[src/rtl/srx_pkg.sv]
package srx_pkg;
  localparam int OVS        = 16;
  localparam int PHASE_W    = 4;
  localparam int MAX_PAY    = 9;
  localparam int IDX_W      = 4;
  localparam int MAX_TICKS  = OVS * (MAX_PAY + 2);
  localparam int IDLE_W     = $clog2(MAX_TICKS + 1);
  localparam int NUM_FLAGS  = 8;

  localparam int FLG_FULL   = 0;
  localparam int FLG_OVR    = 1;
  localparam int FLG_FRAME  = 2;
  localparam int FLG_NOISE  = 3;
  localparam int FLG_PAR    = 4;
  localparam int FLG_IDLE   = 5;
  localparam int FLG_BREAK  = 6;
  localparam int FLG_EDGE   = 7;

  typedef enum logic [0:0] {ST_HUNT, ST_FRAME} srx_state_e;

  function automatic logic maj3(input logic a, input logic b, input logic c);
    return (a & b) | (a & c) | (b & c);
  endfunction

  function automatic logic split3(input logic a, input logic b, input logic c);
    return (a != b) || (b != c);
  endfunction

  function automatic logic [IDX_W-1:0] pay_bits(input logic nine);
    return nine ? IDX_W'(9) : IDX_W'(8);
  endfunction

  function automatic logic [IDLE_W-1:0] idle_last(input logic nine);
    return IDLE_W'(OVS * (10 + (nine ? 1 : 0)) - 1);
  endfunction

  function automatic logic parity_bad(input logic [MAX_PAY-1:0] pay, input logic odd);
    return (^pay) != odd;
  endfunction
endpackage

[src/rtl/srx_baud_gen.sv]
module srx_baud_gen #(
  parameter int DIV_W = 13
) (
  input  logic             clk,
  input  logic             rst_n,
  input  logic             en,
  input  logic [DIV_W-1:0] div,
  output logic             tick
);
  logic [DIV_W-1:0] cnt;
  logic             div_live;

  assign div_live = (div != '0);
  assign tick     = en && div_live && (cnt >= div - DIV_W'(1));

  always_ff @(posedge clk or negedge rst_n) begin
    if (!rst_n) begin
      cnt <= '0;
    end else if (!en || !div_live || tick) begin
      cnt <= '0;
    end else begin
      cnt <= cnt + DIV_W'(1);
    end
  end
endmodule

[src/rtl/srx_line_front.sv]
module srx_line_front (
  input  logic clk,
  input  logic rst_n,
  input  logic en,
  input  logic rx_pin,
  input  logic loop_tx,
  input  logic loop_en,
  input  logic invert,
  output logic line,
  output logic edge_evt
);
  logic [1:0] sync_q;
  logic       prev_q;
  logic       src;

  assign src      = loop_en ? loop_tx : rx_pin;
  assign line     = sync_q[1] ^ invert;
  assign edge_evt = en && prev_q && !line;

  always_ff @(posedge clk or negedge rst_n) begin
    if (!rst_n) begin
      sync_q <= 2'b11;
      prev_q <= 1'b1;
    end else begin
      sync_q <= {sync_q[0], src};
      prev_q <= line;
    end
  end
endmodule

[src/rtl/srx_frame_engine.sv]
module srx_frame_engine
  import srx_pkg::*;
(
  input  logic               clk,
  input  logic               rst_n,
  input  logic               en,
  input  logic               tick,
  input  logic               line,
  input  logic               nine_bit,
  input  logic               parity_en,
  input  logic               parity_odd,
  input  logic               brk_en,
  input  logic               buf_full,
  output logic               store_evt,
  output logic               overrun_evt,
  output logic               break_evt,
  output logic               frame_err_evt,
  output logic               noise_evt,
  output logic               parity_evt,
  output logic               idle_evt,
  output logic [MAX_PAY-1:0] cap_data
);
  srx_state_e         state;
  logic [PHASE_W-1:0] phase;
  logic [IDX_W-1:0]   bit_idx;
  logic [IDX_W-1:0]   pay_idx;
  logic [MAX_PAY-1:0] payload;
  logic               s7, s8, noisy, last_s;
  logic               idle_armed;
  logic [IDLE_W-1:0]  idle_cnt;

  logic active, at_mid, bit_val, bit_noise, is_start, is_stop;
  logic start_seen, finish, zero_frame, idle_hit;

  assign active    = en && tick;
  assign at_mid    = (state == ST_FRAME) && (phase == PHASE_W'(9));
  assign bit_val   = maj3(s7, s8, line);
  assign bit_noise = split3(s7, s8, line);
  assign is_start  = (bit_idx == '0);
  assign is_stop   = (bit_idx == pay_bits(nine_bit) + IDX_W'(1));
  assign pay_idx   = bit_idx - IDX_W'(1);
  assign start_seen = (state == ST_HUNT) && last_s && !line;
  assign finish    = active && at_mid && is_stop;

  assign cap_data   = nine_bit ? payload : {1'b0, payload[MAX_PAY-2:0]};
  assign zero_frame = (cap_data == '0) && !bit_val;

  assign break_evt     = finish && brk_en && zero_frame;
  assign overrun_evt   = finish && !break_evt && buf_full;
  assign store_evt     = finish && !break_evt && !buf_full;
  assign frame_err_evt = store_evt && !bit_val;
  assign noise_evt     = store_evt && (noisy || bit_noise);
  assign parity_evt    = store_evt && parity_en && parity_bad(cap_data, parity_odd);

  assign idle_hit = (idle_cnt >= idle_last(nine_bit));
  assign idle_evt = active && (state == ST_HUNT) && idle_armed && line && idle_hit;

  always_ff @(posedge clk or negedge rst_n) begin
    if (!rst_n) begin
      state      <= ST_HUNT;
      phase      <= '0;
      bit_idx    <= '0;
      payload    <= '0;
      s7         <= 1'b1;
      s8         <= 1'b1;
      noisy      <= 1'b0;
      last_s     <= 1'b0;
      idle_armed <= 1'b0;
      idle_cnt   <= '0;
    end else if (!en) begin
      state      <= ST_HUNT;
      last_s     <= 1'b0;
      idle_armed <= 1'b0;
      idle_cnt   <= '0;
    end else if (tick) begin
      case (state)
        ST_HUNT: begin
          last_s <= line;
          if (idle_armed) begin
            if (!line) begin
              idle_cnt <= '0;
            end else if (idle_hit) begin
              idle_armed <= 1'b0;
              idle_cnt   <= '0;
            end else begin
              idle_cnt <= idle_cnt + IDLE_W'(1);
            end
          end
          if (start_seen) begin
            state    <= ST_FRAME;
            phase    <= PHASE_W'(1);
            bit_idx  <= '0;
            noisy    <= 1'b0;
            idle_cnt <= '0;
          end
        end
        ST_FRAME: begin
          if (phase == PHASE_W'(7)) s7 <= line;
          if (phase == PHASE_W'(8)) s8 <= line;
          if (at_mid) begin
            if (is_start) begin
              if (bit_val) begin
                state  <= ST_HUNT;
                last_s <= 1'b1;
              end else begin
                noisy <= noisy | bit_noise;
              end
            end else if (is_stop) begin
              state      <= ST_HUNT;
              last_s     <= bit_val;
              idle_armed <= 1'b1;
              idle_cnt   <= '0;
            end else begin
              payload[pay_idx] <= bit_val;
              noisy            <= noisy | bit_noise;
            end
          end
          if (phase == PHASE_W'(OVS - 1)) begin
            phase   <= '0;
            bit_idx <= bit_idx + IDX_W'(1);
          end else begin
            phase <= phase + PHASE_W'(1);
          end
        end
        default: state <= ST_HUNT;
      endcase
    end
  end
endmodule

[src/rtl/srx_status_flags.sv]
module srx_status_flags #(
  parameter int NF    = 8,
  parameter int PAY_W = 9
) (
  input  logic             clk,
  input  logic             rst_n,
  input  logic [NF-1:0]    set_vec,
  input  logic [NF-1:0]    clr_vec,
  input  logic             store,
  input  logic [PAY_W-1:0] cap_data,
  output logic [NF-1:0]    flags,
  output logic [PAY_W-2:0] data_q,
  output logic             bit8_q
);
  for (genvar i = 0; i < NF; i++) begin : g_flag
    always_ff @(posedge clk or negedge rst_n) begin
      if (!rst_n)          flags[i] <= 1'b0;
      else if (set_vec[i]) flags[i] <= 1'b1;
      else if (clr_vec[i]) flags[i] <= 1'b0;
    end
  end

  always_ff @(posedge clk or negedge rst_n) begin
    if (!rst_n) begin
      data_q <= '0;
      bit8_q <= 1'b0;
    end else if (store) begin
      data_q <= cap_data[PAY_W-2:0];
      bit8_q <= cap_data[PAY_W-1];
    end
  end
endmodule

[src/rtl/serial_rx_unit.sv]
module serial_rx_unit
  import srx_pkg::*;
#(
  parameter int DIV_W = 13
) (
  input  logic                 clk,
  input  logic                 rst_n,
  input  logic                 rx_enable,
  input  logic [DIV_W-1:0]     baud_div,
  input  logic                 nine_bit,
  input  logic                 parity_en,
  input  logic                 parity_odd,
  input  logic                 break_det_en,
  input  logic                 rx_invert,
  input  logic                 loop_en,
  input  logic                 rx_pin,
  input  logic                 loop_tx,
  input  logic [NUM_FLAGS-1:0] flag_clr,
  input  logic [NUM_FLAGS-1:0] irq_en,
  output logic [7:0]           rx_data,
  output logic                 rx_bit8,
  output logic [NUM_FLAGS-1:0] rx_status,
  output logic                 irq
);
  logic tick, line, edge_evt;
  logic store_evt, overrun_evt, break_evt, frame_err_evt;
  logic noise_evt, parity_evt, idle_evt;
  logic [MAX_PAY-1:0]   cap_data;
  logic [NUM_FLAGS-1:0] set_vec;

  srx_baud_gen #(.DIV_W(DIV_W)) u_baud (
    .clk(clk), .rst_n(rst_n), .en(rx_enable), .div(baud_div), .tick(tick)
  );

  srx_line_front u_front (
    .clk(clk), .rst_n(rst_n), .en(rx_enable), .rx_pin(rx_pin),
    .loop_tx(loop_tx), .loop_en(loop_en), .invert(rx_invert),
    .line(line), .edge_evt(edge_evt)
  );

  srx_frame_engine u_engine (
    .clk(clk), .rst_n(rst_n), .en(rx_enable), .tick(tick), .line(line),
    .nine_bit(nine_bit), .parity_en(parity_en), .parity_odd(parity_odd),
    .brk_en(break_det_en), .buf_full(rx_status[FLG_FULL]),
    .store_evt(store_evt), .overrun_evt(overrun_evt), .break_evt(break_evt),
    .frame_err_evt(frame_err_evt), .noise_evt(noise_evt),
    .parity_evt(parity_evt), .idle_evt(idle_evt), .cap_data(cap_data)
  );

  always_comb begin
    set_vec            = '0;
    set_vec[FLG_FULL]  = store_evt;
    set_vec[FLG_OVR]   = overrun_evt;
    set_vec[FLG_FRAME] = frame_err_evt;
    set_vec[FLG_NOISE] = noise_evt;
    set_vec[FLG_PAR]   = parity_evt;
    set_vec[FLG_IDLE]  = idle_evt;
    set_vec[FLG_BREAK] = break_evt;
    set_vec[FLG_EDGE]  = edge_evt;
  end

  srx_status_flags #(.NF(NUM_FLAGS), .PAY_W(MAX_PAY)) u_flags (
    .clk(clk), .rst_n(rst_n), .set_vec(set_vec), .clr_vec(flag_clr),
    .store(store_evt), .cap_data(cap_data), .flags(rx_status),
    .data_q(rx_data), .bit8_q(rx_bit8)
  );

  assign irq = |(rx_status & irq_en);
endmodule

[config.mk]
export PLATFORM = sky130hd
export DESIGN_NAME = serial_rx_unit
export DESIGN_NICKNAME = d
export VERILOG_FILES = /design/src/rtl/srx_pkg.sv /design/src/rtl/srx_baud_gen.sv /design/src/rtl/srx_line_front.sv /design/src/rtl/srx_frame_engine.sv /design/src/rtl/srx_status_flags.sv /design/src/rtl/serial_rx_unit.sv
export SDC_FILE = /design/constraint.sdc
export NUM_CORES = 1
export LEC_CHECK = 0
export CORE_ASPECT_RATIO = 0.5
export CORE_MARGIN = 2
export CORE_UTILIZATION = 45
export DETAILED_ROUTE_END_ITERATION = 8
export GPL_TIMING_DRIVEN = 0
export PLACE_DENSITY = 0.68
export SETUP_SLACK_MARGIN = 0.3
export SLEW_MARGIN = 20
export SYNTH_ARGS = -nofsm -noshare
export SYNTH_HDL_FRONTEND = slang
export SYNTH_SLANG_ARGS = --single-unit
[constraint.sdc]
create_clock -name clk -period 8 [get_ports clk]
set_input_delay 1.6 -clock clk [delete_from_list [all_inputs] [get_ports clk]]
set_output_delay 1.6 -clock clk [all_outputs]
set_load 0.03 [all_outputs]
==> impl_metrics.json <==
{
  "syn_area_per_cell_um2": 9.80,
  "cts-root-buf": "clkbuf_16",
  "die_w_um": 140,
  "synthTopCellsByArea": "dfrtp_1 (35%), ha_1 (10%), xnor2_1 (3.6%)",
  "crit_chain": "clkdlybuf4s50_1 > or4_4 > or3_4 > or2_2 > nor3_1 > xnor2_1 > ha_1 > a21oi_1 > o21ai_0 > a21oi_1 > o31a_1 > clkbuf_1 > clkbuf_1 > nor2_1 > a311oi_1",
  "power.total_mw": 0.895,
  "crit_slowest_cell": "or4_4",
  "synthToLayoutAreaGrowth_pct": 26.5,
  "fin_cells": 618,
  "nFillCells": 751,
  "place_congestion": 0.822,
  "critPathKind": "in -> reg",
  "via_per_inst": 5.60,
  "fp-row-count": 24,
  "p_leak_nw": 2.35,
  "cp.arrival_ns": 5.84,
  "placed_cells": 602,
  "layout_common_cells": "dfrtp_1 (59), clkdlybuf4s50_1 (56), inv_1 (35)",
  "path_buf_inv": 3,
  "synth_ff_type": "dfrtp_1",
  "drv_slew": 0,
  "grt_max_degree": 50,
  "ant_nets": 0,
  "cts_resized": 0,
  "cts_sinks": 64,
  "cts_setup_buffers": 0,
  "crit_path_end_kind": "flop",
  "initial_core_util_pct": 47.2,
  "port_buffers": 57,
  "grt_remaining_overflow": 0,
  "yosys_warnings": 0,
  "relSlewSlack_pct": 57.4,
  "hp-class": "reg -> reg",
  "die_h_um": 72.2,
  "wirelength_um": 9930,
  "coreArea_um2": 8860,
  "clk_path_buf_depth": 2,
  "cpPeakStageDelay_ns": 0.57,
  "status": "finished, final reports clean",
  "first_pass_iters": 4,
  "syn_inst": 427,
  "synth-edff-count": 0,
  "numCtsBuffers": 9,
  "fin_skew_ns": 0.00695,
  "clk_pin_slew_ns": 0.06,
  "nets": 570,
  "final_common_cell": "dfrtp_1",
  "start_kind": "input port",
  "rsz0062_at_grt": "no",
  "syn_nets": 501,
  "cap_violations": 0,
  "yosysSeqAreaShare_pct": 38.4,
  "synth_top_area_share_pct": 35.3,
  "required_ns": 8.22,
  "n_antenna_cell": 0,
  "power.density_nw_per_um2": 169,
  "grt_antenna_before_repair": 0,
  "critPathTopFamily": "simple AND/OR/NAND/NOR gates",
  "post_drt_wl_per_cell_um": 16.1,
  "finalSetupTns_ns": 0,
  "setup_viol": 0,
  "first_iter_violations": 241,
  "synth_largest_area_cell": "dfrtp_1",
  "ys_async_sr_fraction_pct": 100,
  "vias": 3459,
  "grt_usage_pct": 21.0,
  "finalHoldViolations": 0,
  "synth_area_um2": 4190,
  "ys_ff_latch": 64,
  "fin_crit_sh_pct": 70.2,
  "ios": 58,
  "grt_pass1_wl_um": 17000,
  "drc": 0,
  "timing.final.ws_setup_ns": 2.38,
  "fmax_mhz": 178,
  "clock_latency_ns": 0.33,
  "worst_pin_slew_ns": 0.637,
  "dpl.hpwl_um": 7200,
  "grt_pass1_vias": 3501,
  "synth_cell_type_count": 70,
  "cts_htree_levels": 3,
  "dp_slack_ns": 2.11,
  "cts_hold_buf": 0,
  "drive_above_1_share_pct": 13.2,
  "dieArea_um2": 10100,
  "multi_input_area_um2": 2360,
  "vdd_ir_drop_max_mv": 0.112,
  "final_util_pct": 59.8,
  "period_needed_ns": 5.62,
  "regArea_um2": 1610,
  "cts_tree": "done",
  "crit_fanout": 10
}
==> metal layers <==
metal  routed length (um)  track usage, %
met4                   99            5.84
met3                  517            4.69
met5                    0               0
met1                 4830            28.6
met2                 4480            34.4
==> state kept, by name, indices dropped and copies added (netlist names), 2 cells and up <==
signal	cells
u_engine.phase	4
u_engine.payload	9
u_baud.cnt	13
u_front.sync_q	2
u_engine.bit_idx	4
u_flags.data_q	8
u_engine.idle_cnt	8
u_flags.flags	8
==> kinds of logic after synthesis <==
kind of cell    synth area share, %
mux                            5.08
buf+inv                        5.08
xor+xnor                       6.04
simple gates                   19.7
fa+ha+maj                      10.2
compound gates                 15.5
flops                          38.4
==> path summary, 6_finish.rpt <==
kind	start	endpoint	slack, ns	depth (start not counted)
worst max-delay path	baud_div[2]	u_engine.idle_cnt[6]	2.38	15
worst min-delay path	u_front.sync_q[0]	u_front.sync_q[1]	0.35	0
worst max register to register	u_front.sync_q[1]	u_flags.data_q[2]	5.04	10
worst min register to register	u_front.sync_q[0]	u_front.sync_q[1]	0.35	0
max in group asynchronous	rst_n	u_front.prev_q	6.31	2
min in group asynchronous	rst_n	u_engine.payload[6]	1.12	1
==> worst reg2reg max path, cell delays in order, from the launching register on <==
cell     delay (ns)
dfstp_2        0.37
xnor2_2        0.41
inv_1          0.16
ha_1           0.22
nor2_1         0.12
o21ai_1        0.12
or4_1          0.60
nor3b_1        0.19
nand3_2        0.16
buf_6          0.19
mux2_4         0.31
==> per-stage QoR <==
stage / hold WS, ns / area [um^2]
after global placement: 0.349 / 4900
after floorplan: 0.345 / 4190
after detailed placement: 0.347 / 4930
after global routing: 0.364 / 5300
after CTS: 0.355 / 5300
final: 0.354 / 5300
==> power by group <==
group | switching, mW | leakage, nW | internal [mW] | total (mW)
clock | 0.153 | 0.172 | 0.336 | 0.489
sequential | 0.00299 | 0.853 | 0.328 | 0.331
combinational | 0.0388 | 1.33 | 0.0351 | 0.0739
==> synth_stat cells, types with 5 or more instances <==
library cell	instances
mux2_2	10
nand4_1	13
clkbuf_1	9
dfrtp_1	59
inv_1	35
xnor2_1	17
nand2_1	24
o21ai_0	10
nor3_1	11
and3_1	14
o22ai_1	5
nor2_1	32
o311ai_0	5
ha_1	34
a31oi_1	9
mux2_4	6
xor2_1	10
dfstp_2	5
a21oi_1	8
nor2b_1	6
nand3_1	19
nor3b_1	5
==> layout make-up <==
| type | instances | share of cell area (%) |
|---|---|---|
| plain buffers | 15 | 1.54 |
| well taps | 117 | 2.76 |
| clock buffers | 9 | 4.25 |
| multi-input cells | 313 | 44.6 |
| flip-flops and latches | 64 | 30.4 |
| clock inverters | 7 | 2.72 |
| repair buffers | 58 | 11.2 |
| inverters | 35 | 2.48 |
No activity file was read; power rests on OpenSTA's default activity.
